<file path="src/rtl/mbx_pkg.sv">
package mbx_pkg;

    localparam int OPC_W = 16;
    localparam int LEN_W = 21;
    localparam int IDX_W = LEN_W - 2;

    localparam int OFF_CAP  = 'h00;
    localparam int OFF_CTRL = 'h04;
    localparam int OFF_CMD  = 'h08;
    localparam int OFF_STAT = 'h10;
    localparam int OFF_PAY  = 'h20;

    typedef enum logic [3:0] {
        ST_IDLE, ST_DEV, ST_CAP, ST_BELL_CHK, ST_WR_PAY, ST_WR_CMD, ST_RING,
        ST_POLL, ST_POLL_LAST, ST_RD_STAT, ST_RD_LEN, ST_RD_PAY, ST_DONE
    } mbx_state_e;

    typedef enum logic [1:0] {
        RES_OK        = 2'd0,
        RES_TIMEOUT   = 2'd1,
        RES_TOO_LONG  = 2'd2,
        RES_NOT_READY = 2'd3
    } mbx_result_e;

    // Number of 64-bit words covering n bytes.
    function automatic logic [IDX_W-1:0] words_of(input logic [LEN_W-1:0] n);
        logic [LEN_W:0] t;
        t = {1'b0, n} + (LEN_W+1)'(7);
        return t[LEN_W:3];
    endfunction

endpackage

</file>
<file path="src/rtl/mbx_payload_buf.sv">
module mbx_payload_buf #(
    parameter int WORDS = 4,
    parameter int IDX_W = 2
) (
    input  logic             clk,
    input  logic             we,
    input  logic [IDX_W-1:0] widx,
    input  logic [63:0]      wdata,
    input  logic [IDX_W-1:0] ridx,
    output logic [63:0]      rdata
);
    logic [63:0] mem [WORDS];

    always_ff @(posedge clk) begin
        if (we) mem[widx] <= wdata;
    end

    assign rdata = mem[ridx];
endmodule

</file>
<file path="src/rtl/mbx_poll_timer.sv">
module mbx_poll_timer #(
    parameter int LIMIT = 1000
) (
    input  logic clk,
    input  logic rst_n,
    input  logic run,
    output logic expired
);
    localparam int CNT_W = $clog2(LIMIT + 1);
    localparam logic [CNT_W-1:0] LAST = CNT_W'(LIMIT - 1);

    logic [CNT_W-1:0] cnt_q;

    // Value seen at an edge is the number of cycles spent in the run window minus one.
    assign expired = (cnt_q >= LAST);

    always_ff @(posedge clk) begin
        if (!rst_n || !run) cnt_q <= '0;
        else if (!expired)  cnt_q <= cnt_q + 1'b1;
    end
endmodule

</file>
<file path="src/rtl/mbx_len_gate.sv">
module mbx_len_gate #(
    parameter int BUF_WORDS = 4,
    parameter int LEN_W     = 21
) (
    input  logic [LEN_W-1:0] len,
    input  logic [4:0]       cap_log2,
    output logic             fits
);
    localparam logic [32:0] BUF_BYTES = 33'(BUF_WORDS * 8);

    logic [32:0] cap_bytes;
    logic [32:0] len_w;

    assign cap_bytes = 33'd1 << cap_log2;
    assign len_w     = 33'(len);
    assign fits      = (len_w <= cap_bytes) && (len_w <= BUF_BYTES);
endmodule

</file>
<file path="src/rtl/mbx_cmd_engine.sv">
module mbx_cmd_engine
    import mbx_pkg::*;
#(
    parameter int ADDR_W               = 12,
    parameter logic [ADDR_W-1:0] MBX_BASE = '0,
    parameter logic [ADDR_W-1:0] DEV_BASE = ADDR_W'('h800),
    parameter int BUF_WORDS            = 4,
    parameter int TIMEOUT_CYC          = 1000,
    localparam int BUF_IDX_W           = (BUF_WORDS > 1) ? $clog2(BUF_WORDS) : 1
) (
    input  logic                 clk,
    input  logic                 rst_n,
    input  logic                 req_valid,
    output logic                 req_ready,
    input  logic [OPC_W-1:0]     req_opcode,
    input  logic [LEN_W-1:0]     req_len,
    input  logic                 req_copy_out,
    input  logic                 buf_we,
    input  logic [BUF_IDX_W-1:0] buf_idx,
    input  logic [63:0]          buf_wdata,
    output logic                 reg_req,
    output logic                 reg_we,
    output logic [ADDR_W-1:0]    reg_addr,
    output logic [63:0]          reg_wdata,
    input  logic                 reg_ack,
    input  logic [63:0]          reg_rdata,
    output logic                 out_valid,
    output logic [IDX_W-1:0]     out_idx,
    output logic [63:0]          out_data,
    output logic                 done,
    output logic [1:0]           done_result,
    output logic [15:0]          done_rc,
    output logic [LEN_W-1:0]     done_out_len
);

    mbx_state_e       st_q, st_nxt;
    mbx_result_e      res_q;
    logic [OPC_W-1:0] opc_q;
    logic [LEN_W-1:0] len_q, outlen_q;
    logic             copy_q;
    logic [IDX_W-1:0] idx_q, nwords_q;
    logic [15:0]      rc_q;

    logic        len_fits, expired, dev_ok, bell_busy, last_word;
    logic [IDX_W-1:0] out_words;
    logic [63:0] buf_rdata;

    mbx_payload_buf #(.WORDS(BUF_WORDS), .IDX_W(BUF_IDX_W)) u_buf (
        .clk   (clk),
        .we    (buf_we),
        .widx  (buf_idx),
        .wdata (buf_wdata),
        .ridx  (idx_q[BUF_IDX_W-1:0]),
        .rdata (buf_rdata)
    );

    mbx_len_gate #(.BUF_WORDS(BUF_WORDS), .LEN_W(LEN_W)) u_gate (
        .len      (len_q),
        .cap_log2 (reg_rdata[4:0]),
        .fits     (len_fits)
    );

    mbx_poll_timer #(.LIMIT(TIMEOUT_CYC)) u_timer (
        .clk     (clk),
        .rst_n   (rst_n),
        .run     (st_q == ST_POLL),
        .expired (expired)
    );

    assign dev_ok    = reg_rdata[4] && (reg_rdata[3:2] == 2'b01);
    assign bell_busy = reg_rdata[0];
    assign last_word = (idx_q == nwords_q - 1'b1);
    assign out_words = words_of(reg_rdata[36:16]);

    // State register
    always_ff @(posedge clk) begin
        if (!rst_n) st_q <= ST_IDLE;
        else        st_q <= st_nxt;
    end

    // Next state
    always_comb begin
        st_nxt = st_q;
        unique case (st_q)
            ST_IDLE:      if (req_valid) st_nxt = ST_DEV;
            ST_DEV:       if (reg_ack) st_nxt = dev_ok ? ST_CAP : ST_DONE;
            ST_CAP:       if (reg_ack) st_nxt = len_fits ? ST_BELL_CHK : ST_DONE;
            ST_BELL_CHK:  if (reg_ack) st_nxt = bell_busy ? ST_DONE :
                                                 ((nwords_q == '0) ? ST_WR_CMD : ST_WR_PAY);
            ST_WR_PAY:    if (reg_ack && last_word) st_nxt = ST_WR_CMD;
            ST_WR_CMD:    if (reg_ack) st_nxt = ST_RING;
            ST_RING:      if (reg_ack) st_nxt = ST_POLL;
            ST_POLL:      if (reg_ack) begin
                              if (!bell_busy)   st_nxt = ST_RD_STAT;
                              else if (expired) st_nxt = ST_POLL_LAST;
                          end
            ST_POLL_LAST: if (reg_ack) st_nxt = bell_busy ? ST_DONE : ST_RD_STAT;
            ST_RD_STAT:   if (reg_ack) st_nxt = ST_RD_LEN;
            ST_RD_LEN:    if (reg_ack) st_nxt = (copy_q && out_words != '0) ? ST_RD_PAY : ST_DONE;
            ST_RD_PAY:    if (reg_ack && last_word) st_nxt = ST_DONE;
            ST_DONE:      st_nxt = ST_IDLE;
            default:      st_nxt = ST_IDLE;
        endcase
    end

    // Command context and results
    always_ff @(posedge clk) begin
        if (!rst_n) begin
            res_q    <= RES_OK;
            opc_q    <= '0;
            len_q    <= '0;
            outlen_q <= '0;
            copy_q   <= 1'b0;
            idx_q    <= '0;
            nwords_q <= '0;
            rc_q     <= '0;
        end else begin
            unique case (st_q)
                ST_IDLE: if (req_valid) begin
                    opc_q    <= req_opcode;
                    len_q    <= req_len;
                    copy_q   <= req_copy_out;
                    nwords_q <= words_of(req_len);
                    idx_q    <= '0;
                    rc_q     <= '0;
                    outlen_q <= '0;
                    res_q    <= RES_OK;
                end
                ST_DEV:       if (reg_ack && !dev_ok)   res_q <= RES_NOT_READY;
                ST_CAP:       if (reg_ack && !len_fits) res_q <= RES_TOO_LONG;
                ST_BELL_CHK:  if (reg_ack && bell_busy) res_q <= RES_NOT_READY;
                ST_WR_PAY:    if (reg_ack) idx_q <= idx_q + 1'b1;
                ST_POLL_LAST: if (reg_ack && bell_busy) res_q <= RES_TIMEOUT;
                ST_RD_STAT:   if (reg_ack) rc_q <= reg_rdata[47:32];
                ST_RD_LEN:    if (reg_ack) begin
                    outlen_q <= reg_rdata[36:16];
                    nwords_q <= out_words;
                    idx_q    <= '0;
                end
                ST_RD_PAY:    if (reg_ack) idx_q <= idx_q + 1'b1;
                default: ;
            endcase
        end
    end

    // Outputs
    always_comb begin
        reg_req   = 1'b1;
        reg_we    = 1'b0;
        reg_addr  = MBX_BASE + ADDR_W'(OFF_CTRL);
        reg_wdata = '0;
        unique case (st_q)
            ST_IDLE, ST_DONE: reg_req = 1'b0;
            ST_DEV:      reg_addr = DEV_BASE;
            ST_CAP:      reg_addr = MBX_BASE + ADDR_W'(OFF_CAP);
            ST_WR_PAY: begin
                reg_we    = 1'b1;
                reg_addr  = MBX_BASE + ADDR_W'(OFF_PAY) + ADDR_W'({idx_q, 3'b000});
                reg_wdata = buf_rdata;
            end
            ST_WR_CMD: begin
                reg_we    = 1'b1;
                reg_addr  = MBX_BASE + ADDR_W'(OFF_CMD);
                reg_wdata = {27'd0, len_q, opc_q};
            end
            ST_RING: begin
                reg_we    = 1'b1;
                reg_wdata = 64'd1;
            end
            ST_RD_STAT:  reg_addr = MBX_BASE + ADDR_W'(OFF_STAT);
            ST_RD_LEN:   reg_addr = MBX_BASE + ADDR_W'(OFF_CMD);
            ST_RD_PAY:   reg_addr = MBX_BASE + ADDR_W'(OFF_PAY) + ADDR_W'({idx_q, 3'b000});
            default: ;
        endcase
    end

    assign req_ready    = (st_q == ST_IDLE);
    assign out_valid    = (st_q == ST_RD_PAY) && reg_ack;
    assign out_idx      = idx_q;
    assign out_data     = reg_rdata;
    assign done         = (st_q == ST_DONE);
    assign done_result  = res_q;
    assign done_rc      = rc_q;
    assign done_out_len = outlen_q;

endmodule

</file>
<file path="config.mk">
export PLATFORM = sky130hd
export DESIGN_NAME = mbx_cmd_engine
export DESIGN_NICKNAME = d
export VERILOG_FILES = /design/src/rtl/mbx_pkg.sv /design/src/rtl/mbx_payload_buf.sv /design/src/rtl/mbx_poll_timer.sv /design/src/rtl/mbx_len_gate.sv /design/src/rtl/mbx_cmd_engine.sv
export SDC_FILE = /design/constraint.sdc
export NUM_CORES = 1
export LEC_CHECK = 0
export CAP_MARGIN = 20
export CORE_ASPECT_RATIO = 0.5
export CORE_MARGIN = 2
export CORE_UTILIZATION = 25
export DETAILED_ROUTE_END_ITERATION = 16
export PLACE_DENSITY = 0.57
export SLEW_MARGIN = 10
export SYNTH_ARGS = -nofsm -noshare
export SYNTH_HDL_FRONTEND = slang
export SYNTH_HIERARCHICAL = 1
export SYNTH_SLANG_ARGS = --single-unit
</file>
<file path="constraint.sdc">
create_clock -name clk -period 18.8 [get_ports clk]
set_clock_uncertainty 0.15 [all_clocks]
set_input_delay 3.76 -clock clk [delete_from_list [all_inputs] [get_ports clk]]
set_output_delay 3.76 -clock clk [all_outputs]
set_load 0.1 [all_outputs]
</file>
==> metrics.txt <==
CP required=14.89 ns; Global Route Usage Sum=13.7%; most frequent cells in the layout=clkdlybuf4s50_1 (319), edfxtp_1 (256), nand2_1 (178); fmax=0.103 GHz; hold_ws=about 0.30 ns; peak supply drop=90.4 µV; Mapped Area=0.0181 mm²; routed via count=12600; Port Buffers=319; Die X=385 µm; Die Area=0.0748 mm²; crit path time final=9.75 ns; slew margin rel.=between 20% and 30%; CTS max path bufs=3; cell internal pwr=1820 µW; Switching Power=1200 µW; R2R depth=9; initial antenna violation count=9; Sequential Power Share=34.5%; period utilisation layout=51.9%; H-tree depth=2; FILL cells=7152; RSZ-0062 raised after global routing=false; nets=1926; Clk pwr share=between 20 and 30%; status=complete, no violations; PostCTS Resize Cnt=0; commonest non-fill, non-tap cell in the layout=clkdlybuf4s50_1; post-synthesis adder-cell area fraction=1.73%; Routed Antenna Nets=0; MaxCap Viol Count=0; pwr/cell area=around 130 mW/mm²; die height=194 µm; Row Count=69; static leakage=0.00750 µW; Worst Hold Depth=2; CORE AREA=0.0714 mm²; DR pass1 iterations=5; number of remaining DRC errors=0; Reg area=just over 0.01 mm²; IO Count=around 380; area grow syn2layout=27.3%; Syn. warnings=6; Avg WL per Cell=18.9 µm; register area share after synthesis=~57%; Max Fanout on Critical Path=11; Hold-fix buffers, CTS=0; mux share of post-synthesis cell area=8.55%; CTS tree=yes; HP Class=flop to flop; Synth Register Bits=between 300 and 400; first-pass GRT wire length=between 70000 and 80000 µm; GR Overflow Total=0; setup_tns=0 ns; most used flip-flop cell after synthesis=edfxtp_1; routability cong.=0.830; final hold violations=0; power share of the combinational group=around 38%; vias in the first global route=roughly 13000; Simple-Gate Fraction of Synth Area=14.3%; EDFF count, synth=256; post-synthesis cell count=1503; Compound-Gate Fraction of Synth Area=8.68%; CP Class=input pin to output port; final non-filler cell total=around 2700; final core utilization=32.3%; largest net degree at the start of global routing=64; initial core utilization=25.4%; Yosys cell types=81; Post-Synth XOR/XNOR Area=3.82%; Final Max Tran Viols=0; final setup violation count=0; worst skew pair latency=0.57 ns; clock buffer count from CTS=43; Least-Margin Pin Slew=1.11 ns; CTS clk-pin slew, worst paths=about 0.060 ns; DP Area=0.0217 mm²; Net Sw Frac=39.7%; total placed cells including tap cells=2641; DR iter-0 viols=approximately 830; Worst setup SP type=input pin; finished layout cell area=~0.023 mm²; Clock Sinks=385; DP Wirelength=35600 µm; setup bufs post-CTS=0; Worst Path Arrival=between 5 and 6 ns; final wirelength=just over 50000 µm; critical path endpoint category=output port; area taken by multi-input logic gates=0.00677 mm²; fraction of layout cells with a size suffix above 1=between 10 and 15%; Post-synth ARST share=0%; main combinational cell family by area after synthesis=simple AND/OR/NAND/NOR gates; vias per cell=4.61; Root Driver=clkbuf_16; syn avg cell area=12.1 µm²
-- registers in the layout, indices dropped and copies added (netlist names) --
| register | flops |
|---|---|
| u_buf/mem | 256 |
| done_out_len | 21 |
| len_q | 21 |
| nwords_q | 19 |
| out_idx | 19 |
| done_rc | 16 |
| opc_q | 16 |
| u_timer/cnt_q | 10 |
| st_q | 4 |
| done_result | 2 |
| copy_q | 1 |
-- area by class of cell --
class / instances / share of cell area, %
inverters: 18 / 0.293
clock buffers: 57 / 5.20
multi-input cells: 941 / 29.3
well taps: 958 / 5.19
diodes: 10 / 0.108
flip-flops and latches: 385 / 44.5
clock inverters: 20 / 0.857
repair buffers: 339 / 14.5
-- final timing paths --
kind	start	end	slack [ns]
min reg2reg	done_rc[13]	done_rc[13]	0.30
max	reg_ack	out_valid	9.05
min	done_rc[13]	done_rc[13]	0.30
max reg2reg	nwords_q[0]	st_q[2]	15.54
-- power groups by stage --
| stage | Clock (µW) | Combinational, µW | Sequential (µW) |
|---|---|---|---|
| finish | 836 | 1140 | 1040 |
| global route | 894 | 1210 | 1050 |
| CTS | 856 | 1150 | 1040 |
| global placement | 0 | 1140 | 1060 |
| detailed placement | 0 | 1140 | 1060 |
| floorplan | 0 | 933 | 1040 |
-- cells in the mapped netlist, types with 36 or more instances --
master      n  area [µm²]
dfxtp_1   129        2580
nand3_1    83         415
xor2_1     40         350
a21oi_1   118         591
clkbuf_1   55         206
a22o_1     36         315
nor2_1     70         263
edfxtp_1  256        7690
xnor2_1    39         342
nand2_1   178         668
mux4_2     60        1350
buf_4      67         503
-- per-stage QoR --
stage	setup slack (ns)	power (µW)
after global placement	9.08	2200
after detailed placement	9.07	2200
final	9.05	3010
after floorplan	9.61	1970
after CTS	9.08	3050
after global routing	9.04	3160
-- metal layers --
layer / GRT usage [%] / vias to the layer above / part of all wire, %
li1: - / 6032 / -
met1: 15.2 / 6235 / 39
met2: 25.7 / 229 / 55
met3: 2.32 / 84 / 3.5
met4: 5.40 / 0 / 2.8
met5: 0 / - / 0
-- worst max-delay path, cell delays in order --
cell             delay (ns)
clkdlybuf4s50_1        0.75
and2_1                 0.20
clkdlybuf4s50_1        1.13
-- cells by family after synthesis --
logic type	Yosys count
adder cells (fa/ha/maj)	25
AO/OA/AOI/OAI	247
XOR/XNOR	79
buffers and inverters	178
multiplexers	73
other	1
AND/OR/NAND/NOR	515
flip-flops	385
Power figures use the tool's default switching activity.
